## src/rtl/dbg_halt_pkg.sv

```systemverilog
package dbg_halt_pkg;

   typedef enum logic [1:0] {
      ST_RWAIT = 2'd0,
      ST_RUN   = 2'd1,
      ST_HALT  = 2'd2
   } hstate_t;

   typedef enum logic [1:0] {
      RES_NONE  = 2'd0,
      RES_PC    = 2'd1,
      RES_RESET = 2'd2,
      RES_NEXT  = 2'd3
   } resume_t;

   localparam int SRC_W     = 4;
   localparam int CAUSE_BND = 0;
   localparam int CAUSE_STP = 1;
   localparam int CAUSE_RWN = 2;
   localparam int CAUSE_BRK = 3;

   localparam logic [3:0] PST_RUN  = 4'h0;
   localparam logic [3:0] PST_HALT = 4'hF;

endpackage

```

## src/rtl/dbg_rst_window.sv

```systemverilog
module dbg_rst_window #(
   parameter int RST_DELAY = 16,
   parameter int BRK_WIN   = 8
) (
   input  logic clk,
   input  logic rst_n,
   input  logic active,
   input  logic brk_req,
   output logic win_now,
   output logic win_last,
   output logic late_brk
);
   localparam int CNT_W = (RST_DELAY > 2) ? $clog2(RST_DELAY) : 1;

   if (BRK_WIN < 1 || BRK_WIN > RST_DELAY) begin : g_bad_win
      $error("dbg_rst_window: BRK_WIN must lie in 1..RST_DELAY");
   end
   if (RST_DELAY < 2) begin : g_bad_dly
      $error("dbg_rst_window: RST_DELAY must be at least 2");
   end

   logic [CNT_W-1:0] cnt_q;
   logic             hit_q;
   logic             in_win;

   assign in_win   = int'(cnt_q) < BRK_WIN;
   assign win_last = active && (cnt_q == CNT_W'(RST_DELAY - 1));
   assign win_now  = hit_q || (active && brk_req && in_win);
   assign late_brk = active && brk_req && !in_win;

   always_ff @(posedge clk or negedge rst_n) begin
      if (!rst_n) begin
         cnt_q <= '0;
         hit_q <= 1'b0;
      end else if (!active) begin
         cnt_q <= '0;
         hit_q <= 1'b0;
      end else begin
         if (!win_last) cnt_q <= cnt_q + CNT_W'(1);
         if (brk_req && in_win) hit_q <= 1'b1;
      end
   end

endmodule

```

## src/rtl/dbg_halt_src.sv

```systemverilog
module dbg_halt_src #(
   parameter int  SRC_W      = 4,
   parameter bit  STICKY_MSB = 1'b1
) (
   input  logic             clk,
   input  logic             rst_n,
   input  logic             enter,
   input  logic [SRC_W-1:0] cause,
   input  logic             go_clr,
   output logic [SRC_W-1:0] src_q
);
   if (SRC_W < 2) begin : g_bad_w
      $error("dbg_halt_src: SRC_W must be at least 2");
   end

   logic [SRC_W-1:0] winner;
   logic [SRC_W-1:0] keep;

   always_comb begin
      winner = '0;
      for (int i = 0; i < SRC_W; i++) begin
         if (cause[i]) begin
            winner    = '0;
            winner[i] = 1'b1;
         end
      end
   end

   if (STICKY_MSB) begin : g_sticky
      assign keep = {src_q[SRC_W-1], {(SRC_W-1){1'b0}}};
   end else begin : g_plain
      assign keep = '0;
   end

   always_ff @(posedge clk or negedge rst_n) begin
      if (!rst_n)      src_q <= '0;
      else if (enter)  src_q <= keep | winner;
      else if (go_clr) src_q <= keep;
   end


   go_clears_low_chk: assert property (@(posedge clk) disable iff (!rst_n)
      go_clr && !enter |=> src_q[SRC_W-2:0] == '0);

endmodule

```

## src/rtl/dbg_halt_ctrl.sv

```systemverilog
module dbg_halt_ctrl
   import dbg_halt_pkg::*;
#(
   parameter int RST_DELAY = 16,
   parameter int BRK_WIN   = 8,
   parameter int STAT_W    = 32,
   parameter int SRC_LSB   = 24,
   parameter int EMU_BIT   = 5
) (
   input  logic              clk,
   input  logic              rst_n,
   input  logic              brk_req,
   input  logic              insn_bound,
   input  logic              stop_mode,
   input  logic              cmd_go,
   input  logic              cmd_pc_wr,
   input  logic              cmd_csr_rd,
   input  logic              cmd_emu_wr,
   input  logic              emu_wdata,
   output logic              halted,
   output logic [3:0]        pst,
   output logic [1:0]        resume_sel,
   output logic [STAT_W-1:0] stat_rdata
);
   if (SRC_LSB + SRC_W > STAT_W || EMU_BIT >= STAT_W) begin : g_bad_map
      $error("dbg_halt_ctrl: status fields exceed STAT_W");
   end
   if (EMU_BIT >= SRC_LSB && EMU_BIT < SRC_LSB + SRC_W) begin : g_overlap
      $error("dbg_halt_ctrl: emulation bit overlaps source field");
   end

   hstate_t          st_q, st_d;
   resume_t          res_q, res_d;
   logic             pend_q, pend_d;
   logic             rsth_q, rsth_d;
   logic             pcl_q, pcl_d;
   logic             emu_q, emu_d;
   logic             enter, go_clr;
   logic [SRC_W-1:0] cause;
   logic [SRC_W-1:0] src_q;
   logic             win_now, win_last, late_brk;
   logic             take;
   logic [STAT_W-1:0] stat_word;

   dbg_rst_window #(.RST_DELAY(RST_DELAY), .BRK_WIN(BRK_WIN)) u_win (
      .clk      (clk),
      .rst_n    (rst_n),
      .active   (st_q == ST_RWAIT),
      .brk_req  (brk_req),
      .win_now  (win_now),
      .win_last (win_last),
      .late_brk (late_brk)
   );

   dbg_halt_src #(.SRC_W(SRC_W), .STICKY_MSB(1'b1)) u_src (
      .clk    (clk),
      .rst_n  (rst_n),
      .enter  (enter),
      .cause  (cause),
      .go_clr (go_clr),
      .src_q  (src_q)
   );

   assign take = brk_req || pend_q;

   always_comb begin
      st_d   = st_q;
      res_d  = res_q;
      pend_d = pend_q;
      rsth_d = rsth_q;
      pcl_d  = pcl_q;
      emu_d  = emu_q;
      enter  = 1'b0;
      go_clr = 1'b0;
      cause  = '0;
      unique case (st_q)
         ST_RWAIT: begin
            if (late_brk) pend_d = 1'b1;
            if (win_last) begin
               if (win_now) begin
                  st_d             = ST_HALT;
                  enter            = 1'b1;
                  cause[CAUSE_BRK] = brk_req;
                  cause[CAUSE_RWN] = 1'b1;
                  rsth_d           = 1'b1;
                  pend_d           = 1'b0;
               end else begin
                  st_d = ST_RUN;
               end
            end
         end
         ST_RUN: begin
            if (take && (stop_mode || insn_bound)) begin
               st_d             = ST_HALT;
               enter            = 1'b1;
               cause[CAUSE_BRK] = brk_req;
               cause[CAUSE_STP] = stop_mode;
               cause[CAUSE_BND] = !stop_mode;
               pend_d           = 1'b0;
            end else if (brk_req) begin
               pend_d = 1'b1;
            end
         end
         ST_HALT: begin
            if (cmd_go) begin
               st_d   = ST_RUN;
               go_clr = 1'b1;
               res_d  = pcl_q ? RES_PC : (rsth_q ? RES_RESET : RES_NEXT);
               rsth_d = 1'b0;
               pcl_d  = 1'b0;
            end else begin
               if (cmd_pc_wr) pcl_d = 1'b1;
               if (cmd_emu_wr && rsth_q) emu_d = emu_wdata;
            end
         end
         default: st_d = ST_RWAIT;
      endcase
   end

   always_comb begin
      stat_word                            = '0;
      stat_word[SRC_LSB +: SRC_W]          = src_q;
      stat_word[EMU_BIT]                   = emu_q;
   end

   always_ff @(posedge clk or negedge rst_n) begin
      if (!rst_n) begin
         st_q       <= ST_RWAIT;
         res_q      <= RES_NONE;
         pend_q     <= 1'b0;
         rsth_q     <= 1'b0;
         pcl_q      <= 1'b0;
         emu_q      <= 1'b0;
         stat_rdata <= '0;
      end else begin
         st_q   <= st_d;
         res_q  <= res_d;
         pend_q <= pend_d;
         rsth_q <= rsth_d;
         pcl_q  <= pcl_d;
         emu_q  <= emu_d;
         if (cmd_csr_rd) stat_rdata <= stat_word;
      end
   end

   assign halted     = (st_q == ST_HALT);
   assign pst        = halted ? PST_HALT : PST_RUN;
   assign resume_sel = res_q;


   rwait_hold_chk: assert property (@(posedge clk) disable iff (!rst_n)
      (st_q == ST_RWAIT) && !win_last |=> !halted);


   run_needs_sample_chk: assert property (@(posedge clk) disable iff (!rst_n)
      (st_q == ST_RUN) && !insn_bound && !stop_mode |=> !halted);


   halt_src_steady_chk: assert property (@(posedge clk) disable iff (!rst_n)
      halted && !cmd_go |=> $stable(src_q));


   resume_steady_chk: assert property (@(posedge clk) disable iff (!rst_n)
      !(halted && cmd_go) |=> $stable(resume_sel));


   emu_guard_chk: assert property (@(posedge clk) disable iff (!rst_n)
      !(halted && rsth_q) |=> $stable(emu_q));

endmodule

```

## config.mk

```make
export PLATFORM = sky130hd
export DESIGN_NAME = dbg_halt_ctrl
export DESIGN_NICKNAME = d
export VERILOG_FILES = /design/src/rtl/dbg_halt_pkg.sv /design/src/rtl/dbg_rst_window.sv /design/src/rtl/dbg_halt_src.sv /design/src/rtl/dbg_halt_ctrl.sv
export SDC_FILE = /design/constraint.sdc
export NUM_CORES = 1
export LEC_CHECK = 0
export ABC_AREA = 1
export BUFFER_PORTS_ARGS = -buffer_cell sky130_fd_sc_hd__buf_4
export CORE_MARGIN = 2
export CORE_UTILIZATION = 45
export DETAILED_ROUTE_END_ITERATION = 10
export MAX_ROUTING_LAYER = met4
export PLACE_DENSITY_LB_ADDON = 0.25
export SYNTH_ARGS = -nofsm -noshare
export SYNTH_HDL_FRONTEND = slang
export SYNTH_SLANG_ARGS = --single-unit
```

## constraint.sdc

```tcl
create_clock -name clk -period 3 [get_ports clk]
set_clock_uncertainty 0.1 [all_clocks]
set_input_delay 0.6 -clock clk [delete_from_list [all_inputs] [get_ports clk]]
set_output_delay 0.6 -clock clk [all_outputs]
set_load 0.1 [all_outputs]
```

==> results of run 1 <==
-- final timing paths --
path | startpoint | end | slack (ns)
max in group asynchronous | rst_n | pend_q | 2.53
max reg2reg | u_win.cnt_q[0] | u_src.src_q[3] | 1.48
max | st_q[0] | pst[1] | 0.95
min | rst_n | resume_sel[1] | 0.05
min in group clk | u_src.src_q[3] | u_src.src_q[3] | 0.38
min reg2reg | u_src.src_q[3] | u_src.src_q[3] | 0.38
-- layer usage --
layer	GRT usage, %	wire length (um)
met5	-	0
met4	4.98	27
met3	2.72	69
met2	21.6	1060
met1	16.1	836
-- state kept, by name, summed over array words and instances (netlist names) --
signal,cells
st_q,2
pcl_q,1
rsth_q,1
u_win.cnt_q,4
u_src.src_q,4
pend_q,1
u_win.hit_q,1
resume_sel,2
stat_rdata,5
emu_q,1
-- per-stage QoR --
stage	worst slack [ns]	total power, mW	std cells	hold slack (ns)
after floorplan	0.839	1.18	168	0.204
after global placement	1.31	1.25	189	0.340
after detailed placement	1.29	1.27	189	0.364
after CTS	0.933	1.40	192	0.0553
after global routing	0.841	1.47	192	0.0607
final	0.945	1.39	192	0.0543
-- cell usage in the layout (no fill, tap or decap), types with 4 or more instances in the layout --
master / netlist / routed
nand4_1: 5 / 5
inv_2: 4 / 4
dfrtp_1: 22 / 22
inv_1: 12 / 12
nand2_2: 4 / 4
nor2_1: 5 / 5
buf_4: 31 / 21
nand2_1: 24 / 24
conb_1: 1 / 27
nand3_1: 6 / 6
a21oi_1: 5 / 5
mux2_2: 4 / 4
-- cell usage after synthesis (all sizes together) --
master   count
buf         31
nand4        5
ha           1
nand3        8
o21ai        5
inv         17
a21oi        5
dfrtp       22
nor3         1
a31oi        1
conb         1
a211oi       1
nand2       29
mux2         4
nor2        10
a2bb2oi      1
-- layout make-up --
cell class | count | area (um2)
Multi-Input combinational cell | 98 | 529
Sequential cell | 22 | 551
Tap cell | 31 | 38.8
Timing Repair Buffer | 21 | 158
Fill cell | 258 | 1370
Clock buffer | 3 | 22.5
Inverter | 17 | 66.3
-- worst reg2reg max path: stages (launching register included) --
cell	delay, ns
dfrtp_1	0.42
ha_1	0.23
nand3_1	0.23
nor2_8	0.21
nand2_4	0.09
nand2_2	0.07
nand2_1	0.06
nand2_1	0.06
-- cell families after synthesis --
group	Yosys count	synth area share (%)
other	1	0.293
flip-flops	22	43.0
AO/OA/AOI/OAI	13	6.15
buffers and inverters	48	23.3
multiplexers	4	3.52
AND/OR/NAND/NOR	53	22.8
adder cells (fa/ha/maj)	1	0.976
-- report_power, final --
| part | switching, mW | total (mW) | internal [mW] |
|---|---|---|---|
| combinational | 0.653 | 0.817 | 0.163 |
| sequential | 0.0655 | 0.441 | 0.375 |
| clock | 0.0844 | 0.131 | 0.0469 |
| total | 0.803 | 1.39 | 0.585 |
==> summary.txt, run 1 <==
Routing
  – Drt wl/cell: 10.4 um
  – First-pass DRT Iterations: 4
  – First DRT Iteration DRCs: 18
  – DRT Wirelength: between 1.5 and 2 mm
  – Via/cell ratio: 4.44
  – Number of nets with antenna violations after routing: 0
  – Vias: approximately 850
  – # DRC: 0

Timing
  – RSZ-0062 raised after global routing: no
  – Fin crit share: 68.5%
  – Max Fclk: around 0.49 GHz
  – Max-slew violation count: 0
  – Final setup vio count: 0
  – Final hold viol count: 0
  – Total negative slack: 0 ns
  – Min Clock Period, post-route: ~2 ns

Placed design
  – Placed cell area: approximately 0.0013 mm2
  – Hpwl dp: ~1.6 mm
  – Number of I/O port buffers: 21
  – Gpl congestion: around 0.76

Setup path
  – Worst path slowest cell: dfrtp_1
  – WP buf/inv: 1
  – Kind of critical path: flop to output pin
  – FF-to-FF path depth: 7
  – Critical path, cell by cell: nor2_4 -> buf_4
  – Crit path arrival time: between 1 and 1.5 ns
  – Worst Path Max Fanout: 8
  – CP max stage delay: between 0.4 and 0.5 ns
  – WP data required: ~2.3 ns
  – Kind of end point of the critical path: output pin
  – Critical Path Stages: 2
  – Startpoint types: flop
  – CP delay by family, top: flip-flops

Global routing
  – Grt ovf: 0
  – Largest net degree at the start of global routing: 23
  – First-pass GRT wire length: about 3.3 mm
  – GRT Overall Usage: 13.2%
  – Initial antenna violation count: 0
  – Vias in the first global route: 769

Clock network
  – Clock transition at path regs: 0.11 ns
  – Cts bufs inserted: 3
  – CTS max path bufs: 2
  – Worst-Skew Late Latency: ~0.31 ns
  – Post-CTS Setup Repair Bufs: 0
  – CTS Root Cell: clkbuf_4
  – Clk sinks: 22
  – Resized Gates After CTS: 0
  – CTS hold repair buffers: 0
  – H-tree levels: 1
  – CTS tree: built

Cells and area
  – Post-layout instance area: about 0.0014 mm2
  – Ant diodes: 0
  – Area grow syn2layout: 6.54%
  – Utilization after layout: between 40% and 50%
  – Final #Nets: approximately 170
  – Layout cells sized above 1: 28.6%

Outcome
  – Status: finished clean

Flow run
  – Max-cap violations: 0

Logic synthesis
  – Sequential share of the synthesized area: about 43%
  – Post-Synthesis Cells: roughly 140
  – Dominant cell type by area after synthesis: dfrtp_1
  – Synth top area share: between 40% and 50%
  – Synth Area per Inst: between 9 and 10 um2
  – Post-Syn Area: roughly 0.0013 mm2
  – Count of cell types in the netlist: 25
  – Synth warn: 0
  – Synth area leaders: dfrtp_1 (43%), buf_4 (18%), nand2_1 (7.0%), inv_1 (3.5%), mux2_2 (3.5%)
  – Synthesized flop and latch total: 22

Floorplanning
  – Num ports: 49
  – Num rows: 19
  – Die area: between 0.003 and 0.004 mm2
  – Die Y: roughly 57 um
  – Core area: between 0.002 and 0.003 mm2
  – Die Wd: roughly 57 um
  – Initial Util: a little under half

Pwr
  – Maximum vdd ir drop: just over 0.7 mV
  – Power Density: just over 1000 mW/mm2
  – P_leak: 0.761 nW

Hold path
  – Worst hold path type: input port to async pin
(Power assumes the default switching activity.)
==> run 2: changes to the inputs <==
--- a/config.mk
+++ b/config.mk
@@ -5,7 +5,7 @@
 export SDC_FILE = /design/constraint.sdc
 export NUM_CORES = 1
 export LEC_CHECK = 0
-export ABC_AREA = 1
+export ABC_AREA = 0
 export BUFFER_PORTS_ARGS = -buffer_cell sky130_fd_sc_hd__buf_4
 export CORE_MARGIN = 2
 export CORE_UTILIZATION = 45
==> constraint.sdc (replaced) <==
create_clock -name clk -period 2.1 [get_ports clk]
set_clock_uncertainty 0.1 [all_clocks]
set_input_delay 0.42 -clock clk [delete_from_list [all_inputs] [get_ports clk]]
set_output_delay 0.42 -clock clk [all_outputs]
set_load 0.1 [all_outputs]
==> summary.txt, run 2 <==
Global routing
  – GRT Overall Usage: 14.5% (was 13.2%)
  – Largest net degree at the start of global routing: 23 (unchanged)
  – First-pass GRT wire length: 3.40 mm (was 3.33 mm)
  – Grt ovf: 0 (unchanged)
  – Vias in the first global route: 757 (was 769)
  – Initial antenna violation count: 0 (unchanged)

Routing
  – Via/cell ratio: 4.80 (was 4.44)
  – First-pass DRT Iterations: 4 (unchanged)
  – Drt wl/cell: 12.7 um (was 10.4 um)
  – # DRC: 0 (unchanged)
  – DRT Wirelength: 2.05 mm (was 1.99 mm)
  – First DRT Iteration DRCs: 18 (unchanged)
  – Vias: 777 (was 852)
  – Number of nets with antenna violations after routing: 0 (unchanged)

Logic synthesis
  – Synth warn: 0 (unchanged)
  – Dominant cell type by area after synthesis: dfrtp_1 (unchanged)
  – Synth top area share: 46.5% (was 43.0%)
  – Synth Area per Inst: 10.7 um2 (was 9.02 um2)
  – Sequential share of the synthesized area: 46.5% (was 43.0%)
  – Count of cell types in the netlist: 31 (was 25)
  – Synth cell count leaders: buf_4 (31), dfrtp_1 (22), mux2_2 (6), o21ai_0 (6) (was buf_4 (31), nand2_1 (24), dfrtp_1 (22))
  – Post-synth EDFFs: 0 (unchanged)
  – Synthesized flop and latch total: 22 (unchanged)
  – Most numerous cell in the Yosys netlist: buf_4 (unchanged)
  – Synth async-reset ratio: 100% (unchanged)
  – Synth Flop Type: dfrtp_1 (unchanged)
  – Post-Syn Area: 0.00118 mm2 (was 0.00128 mm2)
  – Synth area leaders: dfrtp_1 (47%), buf_4 (20%), mux2_2 (5.7%), o21ai_0 (2.5%), o32ai_1 (2.2%) (was dfrtp_1 (43%), buf_4 (18%), nand2_1 (7.0%), inv_1 (3.5%), mux2_2 (3.5%))
  – Post-Synthesis Cells: 111 (was 142)

Setup path
  – FF-to-FF End: u_src.src_q[0] (was u_src.src_q[3])
  – Reg-to-reg startpoint: u_win.cnt_q[0] (unchanged)
  – WP data required: 1.58 ns (was 2.30 ns)
  – Worst Path Max Fanout: 9 (was 8)
  – Startpoint types: flop (unchanged)
  – Critical path, cell by cell: and2b_2 -> buf_4 (was nor2_4 -> buf_4)
  – Kind of critical path: flop to output pin (unchanged)
  – FF-to-FF path depth: 4 (was 7)
  – Worst path slowest cell: dfrtp_1 (unchanged)
  – Kind of end point of the critical path: output pin (unchanged)
  – R2R Setup Slk: 0.51 ns (was 1.48 ns)
  – CP max stage delay: 0.49 ns (was 0.48 ns)
  – Crit path to: pst[3] (was pst[1])
  – Worst setup startpoint: st_q[0] (unchanged)
  – Crit path arrival time: 1.45 ns (was 1.35 ns)

Cells and area
  – Biggest regs: stat_rdata: 5 flops, u_src.src_q: 4 flops, u_win.cnt_q: 4 flops (unchanged)
  – Multi-input gate area: 484 um2 (was 529 um2)
  – Most frequent cells in the layout: conb_1 (27), dfrtp_1 (22), buf_4 (21), mux2_2 (6), o21ai_0 (6) (was conb_1 (27), nand2_1 (24), dfrtp_1 (22), buf_4 (21), inv_1 (12))
  – Commonest non-fill, non-tap cell in the layout: conb_1 (unchanged)
  – Non-filler instance count after layout: 162 (was 192)
  – Area grow syn2layout: 9.09% (was 6.54%)
  – Utilization after layout: 52.1% (was 49.9%)
  – Fillers: 237 (was 258)
  – Seq. cell area: 551 um2 (unchanged)
  – Max FFs per register: 5 (unchanged)
  – Final #Nets: 144 (was 174)
  – Largest Register: stat_rdata (unchanged)
  – Ant diodes: 0 (unchanged)
  – Layout cells sized above 1: 27.3% (was 28.6%)

Timing
  – Max-slew violation count: 0 (unchanged)
  – RSZ-0062 raised after global routing: no (unchanged)
  – Fin crit share: a little over nine tenths
  – Max Fclk: 0.508 GHz
  – Setup ws final: 0.131 ns (was 0.945 ns)
  – Total negative slack: 0 ns (unchanged)
  – Min Clock Period, post-route: 1.97 ns
  – Final setup vio count: 0 (unchanged)
  – Final hold viol count: 0 (unchanged)

Floorplanning
  – Die Y: 55.3 um (was 57.4 um)
  – Die area: 0.00306 mm2 (was 0.00329 mm2)
  – Num ports: 49 (unchanged)
  – Die Wd: 55.3 um (was 57.4 um)
  – Num rows: 18 (was 19)
  – Core area: 0.00248 mm2 (was 0.00273 mm2)
  – Initial Util: 47.8% (was 46.9%)

Clock network
  – Clk sinks: 22 (unchanged)
  – Clock transition at path regs: 0.12 ns (was 0.11 ns)
  – Resized Gates After CTS: 0 (unchanged)
  – CTS Root Cell: clkbuf_4 (unchanged)
  – CTS hold repair buffers: 1 (was 0)
  – Cts bufs inserted: 3 (unchanged)
  – CTS tree: built (unchanged)
  – CTS max path bufs: 2 (unchanged)
  – Post-CTS Setup Repair Bufs: 0 (unchanged)
  – H-tree levels: 1 (unchanged)
  – Worst-Skew Late Latency: 0.31 ns (about the same)

Placed design
  – Gpl congestion: 0.772 (was 0.764)
  – Number of I/O port buffers: 21 (unchanged)
  – Hpwl dp: 1.52 mm (was 1.62 mm)
  – DP Cell Count: 157 (was 189)
  – Worst slack, placed: 0.499 ns (was 1.29 ns)

Flow run
  – Max-cap violations: 0 (unchanged)

Hold path
  – Worst hold path type: input port to flop (was input port to async pin)

Outcome
  – Status: finished clean (unchanged)
## run 2: changes by cell type after synthesis, sizes merged, moves of 3 or more
cell,previous run,this run
inv,17,4
nand2,29,3
nand4,5,0
nor2,10,4
o32ai,0,3
nand3,8,3
## run 2: worst min-delay path by stage
stage                       from            end  slack, ns  cells after the start
after floorplan            rst_n          emu_q       0.02                      0
after global routing      cmd_go          pcl_q       0.18                      2
final                     cmd_go          pcl_q       0.19                      2
after CTS                 cmd_go          pcl_q       0.19                      2
after detailed placement   rst_n  resume_sel[0]       0.23                      1
after global placement     rst_n  resume_sel[0]       0.22                      1
## run 2: cells by family after synthesis
kind of cell               after synthesis  share of synthesized area, %
buffers and inverters                   35                          20.9
AOI/OAI and AO/OA                       23                          13.6
DFF                                     22                          46.5
and+or+nand+nor                         21                          10.3
muxes                                    7                          6.55
adders and majority gates                1                          1.06
other                                    1                         0.317
xor gates and xnor gates                 1                         0.740
## run 2: layout make-up
class,count,share of cell area (%)
Inverter,4,1.16
Sequential cell,22,42.6
Tap cell,30,2.91
Clock buffer,4,2.81
Multi-Input combinational cell,80,37.5
Timing Repair Buffer,22,13.0
## run 2: through the flow
step	hold WS [ns]	instance area [um2]
after floorplan	0.0244	1280
after global placement	0.223	1240
after detailed placement	0.229	1240
after CTS	0.192	1290
after global routing	0.178	1290
final	0.186	1290
## run 2: routing by layer
| metal | up-vias | global-route usage, % | routed length, um |
|---|---|---|---|
| met3 | 4 | 4.45 | 122 |
| met1 | 371 | 15.4 | 906 |
| li1 | 374 | - | - |
| met5 | - | - | 0 |
| met4 | 0 | 6.27 | 29 |
| met2 | 28 | 24.8 | 994 |
## run 2: critical path: cells and delay by family, from the launching register on
kind / cells / cell delay, ns
buffers and inverters: 1 / 0.31
DFF: 1 / 0.49
and+or+nand+nor: 1 / 0.33
Power of run 2 is not shown: default switching activity piles up to over one toggle a cycle in this logic, so the estimate is an artifact.
